`config.mk`:
```
export PLATFORM = sky130hd
export DESIGN_NAME = dma_ivec_gen
export DESIGN_NICKNAME = d
export VERILOG_FILES = /design/src/rtl/dma_ivec_pkg.sv /design/src/rtl/ivec_prio_enc.sv /design/src/rtl/ivec_hi_regs.sv /design/src/rtl/dma_ivec_gen.sv
export SDC_FILE = /design/constraint.sdc
export NUM_CORES = 1
export LEC_CHECK = 0
export ABC_CLOCK_PERIOD_IN_PS = 1870
export BUFFER_PORTS_ARGS = -buffer_cell sky130_fd_sc_hd__buf_2
export CORE_MARGIN = 2
export CORE_UTILIZATION = 26
export DETAILED_ROUTE_END_ITERATION = 16
export HOLD_SLACK_MARGIN = 0.05
export PLACE_DENSITY = 0.51
export SYNTH_ARGS = -nofsm -noshare
export SYNTH_HDL_FRONTEND = slang
export SYNTH_SLANG_ARGS = --single-unit
```
`constraint.sdc`:
```
create_clock -name clk -period 1.87 [get_ports clk]
set_clock_uncertainty 0.1 [all_clocks]
set_input_delay 0 -clock clk [delete_from_list [all_inputs] [get_ports clk]]
set_output_delay 0 -clock clk [all_outputs]
set_load 0.005 [all_outputs]
```
`src/rtl/dma_ivec_pkg.sv`:
```
package dma_ivec_pkg;
  localparam int LO_W = 4;
  localparam int HI_W = 4;
  localparam int VEC_W = LO_W + HI_W;
  localparam logic [LO_W-1:0] NONE_CODE = '1;
  localparam logic [VEC_W-1:0] VEC_RST = {{HI_W{1'b0}}, NONE_CODE};
  typedef logic [VEC_W-1:0] ivec_t;
endpackage

```
`src/rtl/ivec_prio_enc.sv`:
```
module ivec_prio_enc #(
  parameter int W  = 16,
  parameter int CW = 4
) (
  input  logic [W-1:0]  req,
  output logic [CW-1:0] code,
  output logic          any
);
  always_comb begin
    code = '1;
    any  = 1'b0;
    for (int i = 0; i < W; i++) begin
      if (req[i]) begin
        code = CW'(i);
        any  = 1'b1;
      end
    end
  end

  always_comb begin
    if (any) begin
      // the chosen bit is set and no higher bit is
      top_hit_chk: assert ((req >> code) == W'(1));
    end else begin

      none_code_chk: assert (code == '1);
    end
  end
endmodule

```
`src/rtl/ivec_hi_regs.sv`:
```
module ivec_hi_regs #(
  parameter int HW = 4,
  parameter int NV = 2
) (
  input  logic                  clk,
  input  logic                  rst,
  input  logic                  we,
  input  logic [$clog2(NV)-1:0] sel,
  input  logic [HW-1:0]         wdata,
  output logic [NV-1:0][HW-1:0] hi
);
  for (genvar g = 0; g < NV; g++) begin : g_hi
    always_ff @(posedge clk) begin
      if (rst) hi[g] <= '0;
      else if (we && sel == g) hi[g] <= wdata;
    end
  end


  hi_load_chk: assert property (@(posedge clk) disable iff (rst)
    we |=> hi[$past(sel)] == $past(wdata));
endmodule

```
`src/rtl/dma_ivec_gen.sv`:
```
module dma_ivec_gen
  import dma_ivec_pkg::*;
#(
  parameter int NTASK = 16,
  parameter int NEU   = 8
) (
  input  logic             clk,
  input  logic             rst,
  input  logic [NTASK-1:0] task_pend,
  input  logic [NTASK-1:0] task_mask,
  input  logic [NEU-1:0]   eu_pend,
  input  logic [NEU-1:0]   eu_mask,
  input  logic             berr_pend,
  input  logic             berr_mask,
  input  logic             dbg_pend,
  input  logic             dbg_mask,
  input  logic             cfg_we,
  input  logic             cfg_sel,
  input  logic [HI_W-1:0]  cfg_nibble,
  input  logic             ack,
  output logic [VEC_W-1:0] ack_vec,
  output logic [2*VEC_W-1:0] status
);
  localparam int UNIT_W = NEU + 2;

  logic [NTASK-1:0]      task_req;
  logic [UNIT_W-1:0]     unit_req;
  logic [LO_W-1:0]       task_lo, unit_lo;
  logic                  task_any, unit_any;
  logic [1:0][HI_W-1:0]  hi;
  ivec_t                 vec1_q, vec2_q;
  logic                  task_act_q, unit_act_q;

  assign task_req = task_pend & ~task_mask;
  // debug above bus error above units
  assign unit_req = {dbg_pend & ~dbg_mask, berr_pend & ~berr_mask, eu_pend & ~eu_mask};

  ivec_prio_enc #(.W(NTASK), .CW(LO_W)) u_task_enc (
    .req(task_req), .code(task_lo), .any(task_any));

  ivec_prio_enc #(.W(UNIT_W), .CW(LO_W)) u_unit_enc (
    .req(unit_req), .code(unit_lo), .any(unit_any));

  ivec_hi_regs #(.HW(HI_W), .NV(2)) u_hi (
    .clk(clk), .rst(rst), .we(cfg_we), .sel(cfg_sel),
    .wdata(cfg_nibble), .hi(hi));

  always_ff @(posedge clk) begin
    if (rst) begin
      vec1_q     <= VEC_RST;
      vec2_q     <= VEC_RST;
      task_act_q <= 1'b0;
      unit_act_q <= 1'b0;
    end else begin
      vec1_q     <= {hi[0], task_lo};
      vec2_q     <= {hi[1], unit_lo};
      task_act_q <= task_any;
      unit_act_q <= unit_any;
    end
  end

  always_ff @(posedge clk) begin
    if (rst) ack_vec <= VEC_RST;
    else if (ack) ack_vec <= task_act_q ? vec1_q : vec2_q;
  end

  assign status = {vec1_q, vec2_q};


  ack_task_chk: assert property (@(posedge clk) disable iff (rst)
    (ack && task_act_q) |=> ack_vec == $past(status[2*VEC_W-1:VEC_W]));


  ack_unit_chk: assert property (@(posedge clk) disable iff (rst)
    (ack && !task_act_q) |=> ack_vec == $past(status[VEC_W-1:0]));


  ack_hold_chk: assert property (@(posedge clk) disable iff (rst)
    !ack |=> $stable(ack_vec));


  unit_idle_chk: assert property (@(posedge clk) disable iff (rst)
    !unit_act_q |-> vec2_q[LO_W-1:0] == NONE_CODE);


  vec1_hi_chk: assert property (@(posedge clk) disable iff (rst)
    1'b1 |=> vec1_q[VEC_W-1:LO_W] == $past(hi[0]));
endmodule

```
# After elaboration in Yosys (flattened, before gate mapping)
# Index checks and enable logic that the tools add are counted.
[totals]
input_bits = 61
reg_bits = 33
out_inout_bits = 24
[classes]
n_bitwise = 9
n_mux = 42
n_reduce_logical = 8
[ops]
columns = ["cell", "count"]
rows = [
  ["4-bit 2-to-1 mux", 16],
  ["3-bit 2-to-1 mux", 6],
  ["1-bit 2-to-1 mux", 17],
  ["16-bit bitwise AND", 1],
  ["16-bit inverter", 1],
  ["9-bit OR reduction", 1],
  ["8-bit bitwise AND", 1],
  ["8-bit 2-to-1 mux", 1],
  ["8-bit inverter", 1],
  ["3-bit OR reduction", 2],
  ["5-bit OR reduction", 1],
  ["2-bit 2-to-1 mux", 2],
  ["2-bit OR reduction", 2],
  ["1-bit inverter", 3],
  ["1-bit bitwise AND", 2],
  ["1-bit logical AND", 2],
]

# Longest topological paths before layout
# Gate-level depths: netlist of run 1.
[logic_depth]
ltp_word = 18
ltp_mapped = 5
depth_no_buf = 5

# Cells and area by module
# Synthesis of run 1 repeated with hierarchy kept, for this count alone.
[hier_totals]
hier_cells = 182
hier_area_um2 = 1699.1
[by_module_without_submodules]
columns = ["module", "n_inst", "area_per_inst_um2", "seq_area_each_um2", "cells_each"]
rows = [
  ["dma_ivec_gen", 1, 996.0, 500.5, 97],
  ["ivec_hi_regs", 1, 372.9, 160.2, 33],
  ["ivec_prio_enc (u_task_enc)", 1, 200.2, 0.0, 33],
  ["ivec_prio_enc (u_unit_enc)", 1, 130.1, 0.0, 19],
]

# Least setup slack after synthesis of run 1
# Ideal clock, no wire load.
[synth_path]
path_type = "register to register"
start = "register task_act_q"
end = "register ack_vec[2]"
period_less_slack_ns = 1.083
setup_slack_ns = 0.787
setup_time_ns = 0.116
required_time_ns = 1.654
path_stages_with_launch = 6
t_arrival_ns = 0.867
path_cell_list = "dfxtp_1 > buf_2 > mux2i_1 > nand2_1 > o21ai_0 > nand2_1"
[synth_via]
elab_chain_len = 1
[synth_rtl]
columns = ["item", "line", "text"]
rows = [
  ["from (decl)", "dma_ivec_gen.sv:32", "logic task_act_q, unit_act_q;"],
  ["from (signal assigned)", "dma_ivec_gen.sv:57", "task_act_q <= task_any;"],
  ["8-bit 2-to-1 mux", "dma_ivec_gen.sv:64", "else if (ack) ack_vec <= task_act_q ? vec1_q : vec2_q;"],
  ["to (signal assigned)", "dma_ivec_gen.sv:64", ""],
  ["to (decl)", "dma_ivec_gen.sv:21", "output logic [VEC_W-1:0] ack_vec,"],
]
# Every way passes these cells.
# A chain may end at the register's enable or synchronous reset.

# Worst setup path after layout of run 1
[layout_path]
start = "input port task_pend[12]"
end = "register vec1_q[1]"
[layout_via]
elab_chain_len = 3
[layout_rtl]
columns = ["item", "line", "text"]
rows = [
  ["from (decl)", "dma_ivec_gen.sv:9", "input logic [NTASK-1:0] task_pend,"],
  ["16-bit bitwise AND", "dma_ivec_gen.sv:34", "assign task_req = task_pend & ~task_mask;"],
  ["2-bit 2-to-1 mux (2 in a row)", "ivec_prio_enc.sv:13", "if (req[i]) begin"],
  ["to (signal assigned)", "dma_ivec_gen.sv:55", "vec1_q <= {hi[0], task_lo};"],
  ["to (decl)", "dma_ivec_gen.sv:31", "ivec_t vec1_q, vec2_q;"],
]
# Every way passes these cells.

==> impl_metrics.toml, run 1 <==
[cts]
path_clk_slew_ps = 70
cts_tree = "built"
h-tree-depth = 2
insertion_delay_ps = 280
cts_setup_buffers = 0
cts_inserted_buffers = 5
clock_path_buffers = 2
cts.sinks = 33
cts-root-buf = "clkbuf_8"

[route]
drtAntennaViolNets = 0
vias = 1551
wl_met3_um = 217
viasPerCell = 4.203
routedWlPerCell_um = 10.47
drt_wl_total_um = 3864
wl_met2_um = 1763
first_pass_iters = 4
top_layer_used = "met4"
wl_met1_um = 1805
drt_iter0_markers = 34
drc = 0

[layout]
area_growth_pct = 59.11
layout-drive-gt1-share = 0.3199
layout.nets = 357
antenna_cells = 0

[power_and_ir_drop]
leakage_nw = 1.122
ir_drop_mv = 0.2481
power_density_nw_per_um2 = 657.5

[synthesis]
ys_seq_elements = 33
synth_xor_area_frac = 0
yosysUniqueCellTypes = 24
syn-instance-count = 180
syn_avg_cell_area_um2 = 8.314
yosys.area_share.simple = 0.2935
synthAdderAreaFrac = 0
yosysWarnings = 0
synth_largest_area_cell = "dfxtp_1"
synthTopCellsByArea = "dfxtp_1, nor2b_1, mux2i_1, nand2b_1, nand2_1"
synth-compound-area-share = 0.1480
netlist_area_um2 = 1496
synth_top_area_frac = 0.4415
syn_nets = 241
muxShareOfSynthArea = 0.08027
ys.flop_type = "dfxtp_1"
synth_top_family_by_area = "simple AND/OR/NAND/NOR gates"
yosysMostFrequentCell = "dfxtp_1"
synth-async-reset-ratio = 0
synth_common_cells = "dfxtp_1, nand2_1, nor2b_1"
ys_seq_area_frac = 0.4415
synth_edf_count = 0

[grt]
gr-usage-all-layers = 0.1312
grt_pass1_vias = 1533
antenna_found_initial = 0
grt_pass1_wl_um = 6624
overflow = 0
grt_max_degree = 21

[worst_setup_path]
endpoint_kind = "flop"
cp.required_ps = 1990
path_buf_inv = 3
crit_chain = "dlygate4sd3_1 > buf_2 > nand2b_1 > nand2_1 > or3b_4 > o211ai_1 > dlygate4sd3_1"
cp_slowest_cell = "dlygate4sd3_1"
cp.arrival_ps = 1890
cp_max_fo = 3
cp_common_cell = "dlygate4sd3_1"
worst_path_dominant_cell_family = "buffers and inverters"
cp_slowest_stage_delay_ps = 550
path_class = "input port to flop"
startpoint_type = "input port"

[place]
hpwl_um = 2892
io_buffer_count = 84
gp_congestion = 0.7222

[timing]
tightest_slew_ps = 496.0
slew_viol_final = 0
whs_ps = 47.93
final_hold_viol_count = 0
finalCriticalPeriod_ps = 1770
fmax_mhz = 565.1
finalSetupViolCount = 0
fin_setup_tns_ps = 0
min_period_over_period = 0.9464
relSlewSlack = 0.6689
rsz0062_at_grt = "no"

[floorplanning]
coreArea_um2 = 5540
ios = 85
chipWidth_um = 79.87
die_y_um = 79.87
design.die.area_um2 = 6378
rows = 27
start_util = 0.2701

[min_path]
hold_path_class = "input port to flop"

[status]
status = "completed"

[flow_run]
cap_viol_max_count = 0
==> state kept, by name, summed over array words and instances, names as in the netlist <==
| name | count |
|---|---|
| u_hi.hi | 8 |
| vec2_q | 8 |
| task_act_q | 1 |
| vec1_q | 8 |
| ack_vec | 8 |
==> worst register-to-register path, delay by kind of cell, from the launching register on <==
family	cells	cell delay, ps
multiplexers	1	240
AND/OR/NAND/NOR	2	120
flip-flops	1	630
AO/OA/AOI/OAI	1	70
==> layout by cell type (no fill, tap or decap), drive strengths merged <==
master and n:
buf 85, dfxtp 33, dlygate4sd3 30, nand2 24, nor2b 22, nand2b 16, mux2i 12, nor2 11
o21ai 11, a21oi 10, nand3 7, inv 7, a211oi 6, clkbuf 6, nor3 3, a21o 2
a31oi 2, o211ai 2, o221ai 2, clkinv 2, or2 1, or3b 1, o41a 1, dlymetal6s4s 1
==> cells by family after synthesis <==
family                 count (synthesis)
and+or+nand+nor                       85
DFF                                   33
muxes                                 12
buffers and inverters                 14
AOI/OAI and AO/OA                     36
==> power breakdown <==
group	switching, mW	total [mW]	internal, mW
Sequential	0.0230	0.763	0.740
Clock	0.243	0.501	0.257
Combinational	0.124	0.302	0.178
Total	0.390	1.57	1.18
==> stage by stage <==
step	worst slack, ps	cells	total power [mW]	util	area [um2]
final	100.3	369	1.566	0.4298	2381
after global routing	16.20	369	1.670	0.4298	2381
after CTS	38.97	369	1.588	0.4293	2379
after detailed placement	590.8	330	1.027	0.3584	1986
after global placement	596.0	330	1.025	0.3584	1986
after floorplan	787.1	180	0.9091	-	1496
==> per-layer routing <==
metal / track usage / up-vias
met5: 0 / -
met4: 0.04068 / 0
li1: - / 836
met1: 0.1617 / 654
met3: 0.03281 / 8
met2: 0.2244 / 53
==> path summary, 6_finish.rpt <==
check | start | end | slack (ps) | depth (start not counted)
setup / recovery | task_pend[12] | vec1_q[1]$_SDFF_PP1_ | 100 | 7
hold / removal | eu_pend[7] | vec2_q[0]$_SDFF_PP1_ | 50 | 4
setup reg to reg | task_act_q$_SDFF_PP0_ | ack_vec[0]$_SDFFE_PP1P_ | 600 | 4
hold reg to reg | u_hi.hi[5]$_SDFFE_PP0P_ | u_hi.hi[5]$_SDFFE_PP0P_ | 350 | 2
==> final cells by class <==
type                    count  area (um2)
flip-flops and latches     33       660.6
fillers                   583        3159
clock inverters             2       10.01
inverters                   7       26.28
multi-input cells         133       780.7
repair buffers            116       740.7
clock buffers               6       72.57
well taps                  72       90.09
==> what timing repair did <==
action                                  4_1_cts  5_1_grt
endpoints found under the setup margin        0        1
endpoints found under the hold margin        25        0
hold buffers                                 31        0
gates resized for setup                       0        1
(Power assumes the default switching activity.)
==> inputs of run 2 (changes only) <==
--- a/config.mk
+++ b/config.mk
@@ -8,10 +8,10 @@
 export ABC_CLOCK_PERIOD_IN_PS = 1870
 export BUFFER_PORTS_ARGS = -buffer_cell sky130_fd_sc_hd__buf_2
 export CORE_MARGIN = 2
-export CORE_UTILIZATION = 26
+export CORE_UTILIZATION = 47
 export DETAILED_ROUTE_END_ITERATION = 16
 export HOLD_SLACK_MARGIN = 0.05
-export PLACE_DENSITY = 0.51
+export PLACE_DENSITY = 0.84
 export SYNTH_ARGS = -nofsm -noshare
 export SYNTH_HDL_FRONTEND = slang
 export SYNTH_SLANG_ARGS = --single-unit
==> run 2 against run 1 <==
  * Final cell count is 4.3% lower
  * Worst hold slack improved by 27 ps
  * Die area shrank 43%
  * Non-clock buffer count up 12
  * Cell area grew 3.9%
  * Critical endpoint is now u_hi.hi[7]$_SDFFE_PP0P_
  * Largest power group unchanged
==> impl_metrics.toml, run 2 (synthesis results as in run 1) <==
[place]
hpwl_um = 2608
gp_congestion = 0.8489
place_inst = 301
io_buffer_count = 84

[cts]
cts-root-buf = "clkbuf_4"
cts_setup_buffers = 0
cts_tree = "built"
insertion_delay_ps = 330
cts_inserted_buffers = 5
h-tree-depth = 2
clock_path_buffers = 2
path_clk_slew_ps = 100
cts.sinks = 33

[grt]
grt_pass1_vias = 1650
grt.busiest_layer = "met2"
antenna_found_initial = 0
grtUsageMet1 = 0.2510
overflow = 0
met2_usage = 0.4752
grt_pass1_wl_um = 6699
gr-usage-all-layers = 0.2449
use_met3 = 0.04691
grt_max_degree = 27

[floorplanning]
coreArea_um2 = 3053
design.die.area_um2 = 3651
rows = 20
ios = 85
die_y_um = 60.43
chipWidth_um = 60.43
start_util = 0.4902

[min_path]
min_from = "task_pend[0]"
hold_path_depth = 6
hold_path_class = "input port to flop"
hold_end = "vec1_q[3]$_SDFF_PP1_"

[worst_setup_path]
worstRegToRegCells = 4
path_class = "input port to flop"
cp_max_fo = 6
endpoint_kind = "flop"
rrSetupSlack_ps = 550
r2r-start = "task_act_q$_SDFF_PP0_"
cp.required_ps = 2000
startpoint_type = "input port"
r2r_end = "ack_vec[3]$_SDFFE_PP1P_"
cp.arrival_ps = 1960

[flow_run]
cap_viol_max_count = 0

[power_and_ir_drop]
clkPwrFrac = 0.290
ir_drop_mv = 0.3131
switching_share = 0.2527
p_int_mw = 1.153
power_density_nw_per_um2 = 623.7
power.switching_mw = 0.3899
pwr-share-comb = 0.216
seq_power_share = 0.494
leakage_nw = 1.181

[route]
first_pass_iters = 5
routedWlPerCell_um = 12.26
viasPerCell = 4.856
drtAntennaViolNets = 0
drc = 0
drt_wl_total_um = 4328
drt_iter0_markers = 73
vias = 1714

[layout]
finalNonFillerCells = 353
layout_common_cells = "buf_2, dlygate4sd3_1, dfxtp_1, nand2_1, nor2b_1"
fillers = 207
layout.nets = 369
layout-drive-gt1-share = 0.3139
final_common_cell = "buf_2"
area_growth_pct = 65.30
antenna_cells = 0

[timing]
fin_setup_tns_ps = 0
slew_viol_final = 0
finalSetupViolCount = 0
min_period_over_period = 0.9767
finalCriticalPeriod_ps = 1826
fmax_mhz = 547.5
rsz0062_at_grt = "no"
tightest_slew_ps = 471.1
whs_ps = 75.28
final_hold_viol_count = 0
relSlewSlack = 0.6855

[status]
status = "completed"
## run 2: cell types whose count changed in the layout (fill, tap and decap cells not counted)
cell	change
clkinv_2	-1
buf_4	+2
clkbuf_1	-1
buf_2	-3
a21oi_2	+2
a21oi_1	-2
dlymetal6s4s_1	+1
clkbuf_4	+5
dlygate4sd3_1	+12
clkbuf_8	-3
## run 2: critical path: stages
cell,delay (ps)
dlygate4sd3_1,550
buf_4,160
nand3_1,80
dlygate4sd3_1,550
a21oi_1,60
dlygate4sd3_1,560
## run 2: timing repair
action | CTS | global route
gates resized for setup | 0 | 8
hold endpoints to repair | 33 | 0
hold buffers | 45 | 0
setup endpoints to repair | 0 | 5
## run 2: area by class of cell
class	instances	area [um2]	area share
Clock buffer	7	65.06	0.02630
Tap cell	44	55.05	0.02226
Sequential cell	33	660.6	0.2671
Timing Repair Buffer	128	873.3	0.3531
Inverter	7	26.28	0.01062
Clock inverter	1	5.005	0.002023
Multi-Input combinational cell	133	788.3	0.3187
## run 2: power groups by stage
| stage | clock (mW) | sequential, mW | combinational, mW |
|---|---|---|---|
| after floorplan | 0 | 0.773 | 0.136 |
| after global placement | 0 | 0.777 | 0.236 |
| after detailed placement | 0 | 0.777 | 0.243 |
| after CTS | 0.449 | 0.761 | 0.319 |
| after global routing | 0.478 | 0.766 | 0.368 |
| final | 0.448 | 0.762 | 0.333 |
## run 2: worst max path at each step
| stage | cells after the start | slack (ps) | start | end |
|---|---|---|---|---|
| finish | 6 | 40 | cfg_sel | u_hi.hi[7]$_SDFFE_PP0P_ |
| global route | 6 | 10 | cfg_we | u_hi.hi[7]$_SDFFE_PP0P_ |
| CTS | 6 | 60 | task_pend[14] | vec1_q[1]$_SDFF_PP1_ |
| detailed placement | 4 | 610 | task_act_q$_SDFF_PP0_ | ack_vec[1]$_SDFFE_PP1P_ |
| global placement | 4 | 640 | task_act_q$_SDFF_PP0_ | ack_vec[1]$_SDFFE_PP1P_ |
| floorplan | 5 | 790 | task_act_q$_SDFF_PP0_ | ack_vec[2]$_SDFFE_PP1P_ |
## run 2: per-stage QoR
| step | instance area (um2) | utilization | setup slack (ps) | power [mW] |
|---|---|---|---|---|
| finish | 2474 | 0.8102 | 43.53 | 1.543 |
| floorplan | 1496 | - | 787.1 | 0.9091 |
| CTS | 2464 | 0.8070 | 57.39 | 1.528 |
| global route | 2474 | 0.8102 | 11.01 | 1.612 |
| detailed placement | 1943 | 0.6365 | 607.8 | 1.020 |
| global placement | 1943 | 0.6365 | 642.3 | 1.013 |
## run 2: layer usage
metal / wire, um / part of all wire / up-vias
li1: - / - / 865
met1: 1769 / 0.41 / 773
met2: 2252 / 0.52 / 63
met3: 195 / 0.045 / 13
met4: 110 / 0.025 / 0
met5: 0 / 0 / -
==> inputs of run 3 (changes only) <==
--- a/config.mk
+++ b/config.mk
@@ -5,13 +5,13 @@
 export SDC_FILE = /design/constraint.sdc
 export NUM_CORES = 1
 export LEC_CHECK = 0
-export ABC_CLOCK_PERIOD_IN_PS = 1870
+export ABC_CLOCK_PERIOD_IN_PS = 2000
 export BUFFER_PORTS_ARGS = -buffer_cell sky130_fd_sc_hd__buf_2
 export CORE_MARGIN = 2
-export CORE_UTILIZATION = 47
+export CORE_UTILIZATION = 43
 export DETAILED_ROUTE_END_ITERATION = 16
 export HOLD_SLACK_MARGIN = 0.05
-export PLACE_DENSITY = 0.84
+export PLACE_DENSITY = 0.77
 export SYNTH_ARGS = -nofsm -noshare
 export SYNTH_HDL_FRONTEND = slang
 export SYNTH_SLANG_ARGS = --single-unit
==> constraint.sdc (replaced) <==
create_clock -name clk -period 2 [get_ports clk]
set_clock_uncertainty 0.1 [all_clocks]
set_input_delay 0 -clock clk [delete_from_list [all_inputs] [get_ports clk]]
set_output_delay 0 -clock clk [all_outputs]
set_load 0.005 [all_outputs]
==> run 3 against run 2 <==
  * Register-to-register slack gained 150 ps
  * Sequential cell count unchanged
  * Wire length shrank 9.5%
  * Count of clock-buffer cells in the layout fell by 2
  * Combinational power shrank 9.6%
  * Sequential power shrank 6.6%
  * Highest routed layer unchanged
  * Worst setup slack better by 59 ps
==> impl_metrics.toml, run 3 (synthesis results as in run 1) <==
[status]
status = "completed"

[timing]
finalSetupViolCount = 0
fmax_mhz = 527.0
whs_ps = 32.75
slew_viol_final = 0
finalCriticalPeriod_ps = 1898
fin_setup_tns_ps = 0
relSlewSlack = 0.6764
tightest_slew_ps = 484.7
final_hold_viol_count = 0
rsz0062_at_grt = "no"
min_period_over_period = 0.9488

[floorplanning]
design.die.area_um2 = 3968
ios = 85
die_y_um = 62.99
rows = 21
chipWidth_um = 62.99
coreArea_um2 = 3337
start_util = 0.4484

[power_and_ir_drop]
ir_drop_mv = 0.3234
finalPower_mw = 1.330
power_density_nw_per_um2 = 551.1
leakage_nw = 1.158

[place]
gp_congestion = 0.7460
io_buffer_count = 84
hpwl_um = 2650

[grt]
overflow = 0
gr-usage-all-layers = 0.2110
grt_pass1_vias = 1642
grt_max_degree = 27
grt_pass1_wl_um = 6734
grt.busiest_layer = "met2"
met2_usage = 0.4096
use_met3 = 0.03423
grtUsageMet1 = 0.2267
antenna_found_initial = 0

[layout]
layout-drive-gt1-share = 0.3115
layout.nets = 367
area_growth_pct = 61.29
antenna_cells = 0
layout_common_cells = "buf_2, dlygate4sd3_1, dfxtp_1, nand2_1, nor2b_1"
final_util = 0.7233
final_common_cell = "buf_2"

[cts]
path_clk_slew_ps = 90
cts-root-buf = "clkbuf_4"
h-tree-depth = 2
cts.sinks = 33
clock_path_buffers = 2
cts_inserted_buffers = 5
insertion_delay_ps = 320
cts_tree = "built"

[route]
first_pass_iters = 4
drt_iter0_markers = 80
vias = 1660
drtAntennaViolNets = 0
drc = 0
viasPerCell = 4.729
routedWlPerCell_um = 11.16
drt_wl_total_um = 3917

[worst_setup_path]
cp_max_fo = 2
startpoint_type = "input port"
cp.required_ps = 2110
endpoint_kind = "flop"
cp.arrival_ps = 2010
path_class = "input port to flop"

[min_path]
hold_path_class = "input port to flop"

[flow_run]
cap_viol_max_count = 0
[run 3: cell count changes in the layout (fill, tap and decap cells not counted), sizes merged]
cell          before  now
clkbuf             7    5
dlymetal6s4s       2    0
[run 3: layout make-up]
cell class	instances	area [um2]
fillers	279	923.4
repair buffers	126	840.8
multi-input cells	133	785.8
flip-flops and latches	33	660.6
well taps	46	57.56
clock buffers	5	37.54
inverters	7	26.28
clock inverters	1	5.005
[run 3: power by group]
part / internal (mW) / total, mW / leakage [nW] / switching [mW]
clock: 0.122 / 0.317 / 0.0269 / 0.195
combinational: 0.180 / 0.301 / 0.860 / 0.121
sequential: 0.691 / 0.712 / 0.271 / 0.0211
[run 3: repair_timing]
item | 4_1_cts | 5_1_grt
endpoints found under the hold margin | 33 | 1
resized for setup | 0 | 2
hold buffers | 44 | 1
endpoints found under the setup margin | 0 | 2
buffers inserted | 0 | 0
[run 3: final timing paths]
| check | startpoint | to | slack (ps) | cells after the start |
|---|---|---|---|---|
| worst min register to register | u_hi.hi[0]$_SDFFE_PP0P_ | vec1_q[4]$_SDFF_PP0_ | 370 | 1 |
| worst max register to register | u_hi.hi[0]$_SDFFE_PP0P_ | u_hi.hi[0]$_SDFFE_PP0P_ | 700 | 3 |
| worst min-delay path | eu_mask[5] | vec2_q[0]$_SDFF_PP1_ | 30 | 4 |
| worst max-delay path | task_pend[14] | vec1_q[0]$_SDFF_PP1_ | 100 | 7 |
[run 3: critical path, stage by stage]
cell and delay (ps):
dlygate4sd3_1 510, buf_2 100, nand2b_2 50, dlygate4sd3_1 570, nor3_1 140, a31oi_1 60
dlygate4sd3_1 560
[run 3: metal layers]
metal | wire [um] | part of all wire | vias up
li1 | - | - | 858
met1 | 1578 | 0.40 | 730
met2 | 2099 | 0.54 | 67
met3 | 187 | 0.048 | 5
met4 | 51 | 0.013 | 0
met5 | 0 | 0 | -
[run 3: through the flow]
stage	setup slack (ps)	cell area, um2	cells
floorplan	917.1	1496	180
global placement	767.2	1946	303
detailed placement	718.0	1946	303
CTS	33.72	2429	353
global route	34.66	2414	351
finish	102.5	2414	351
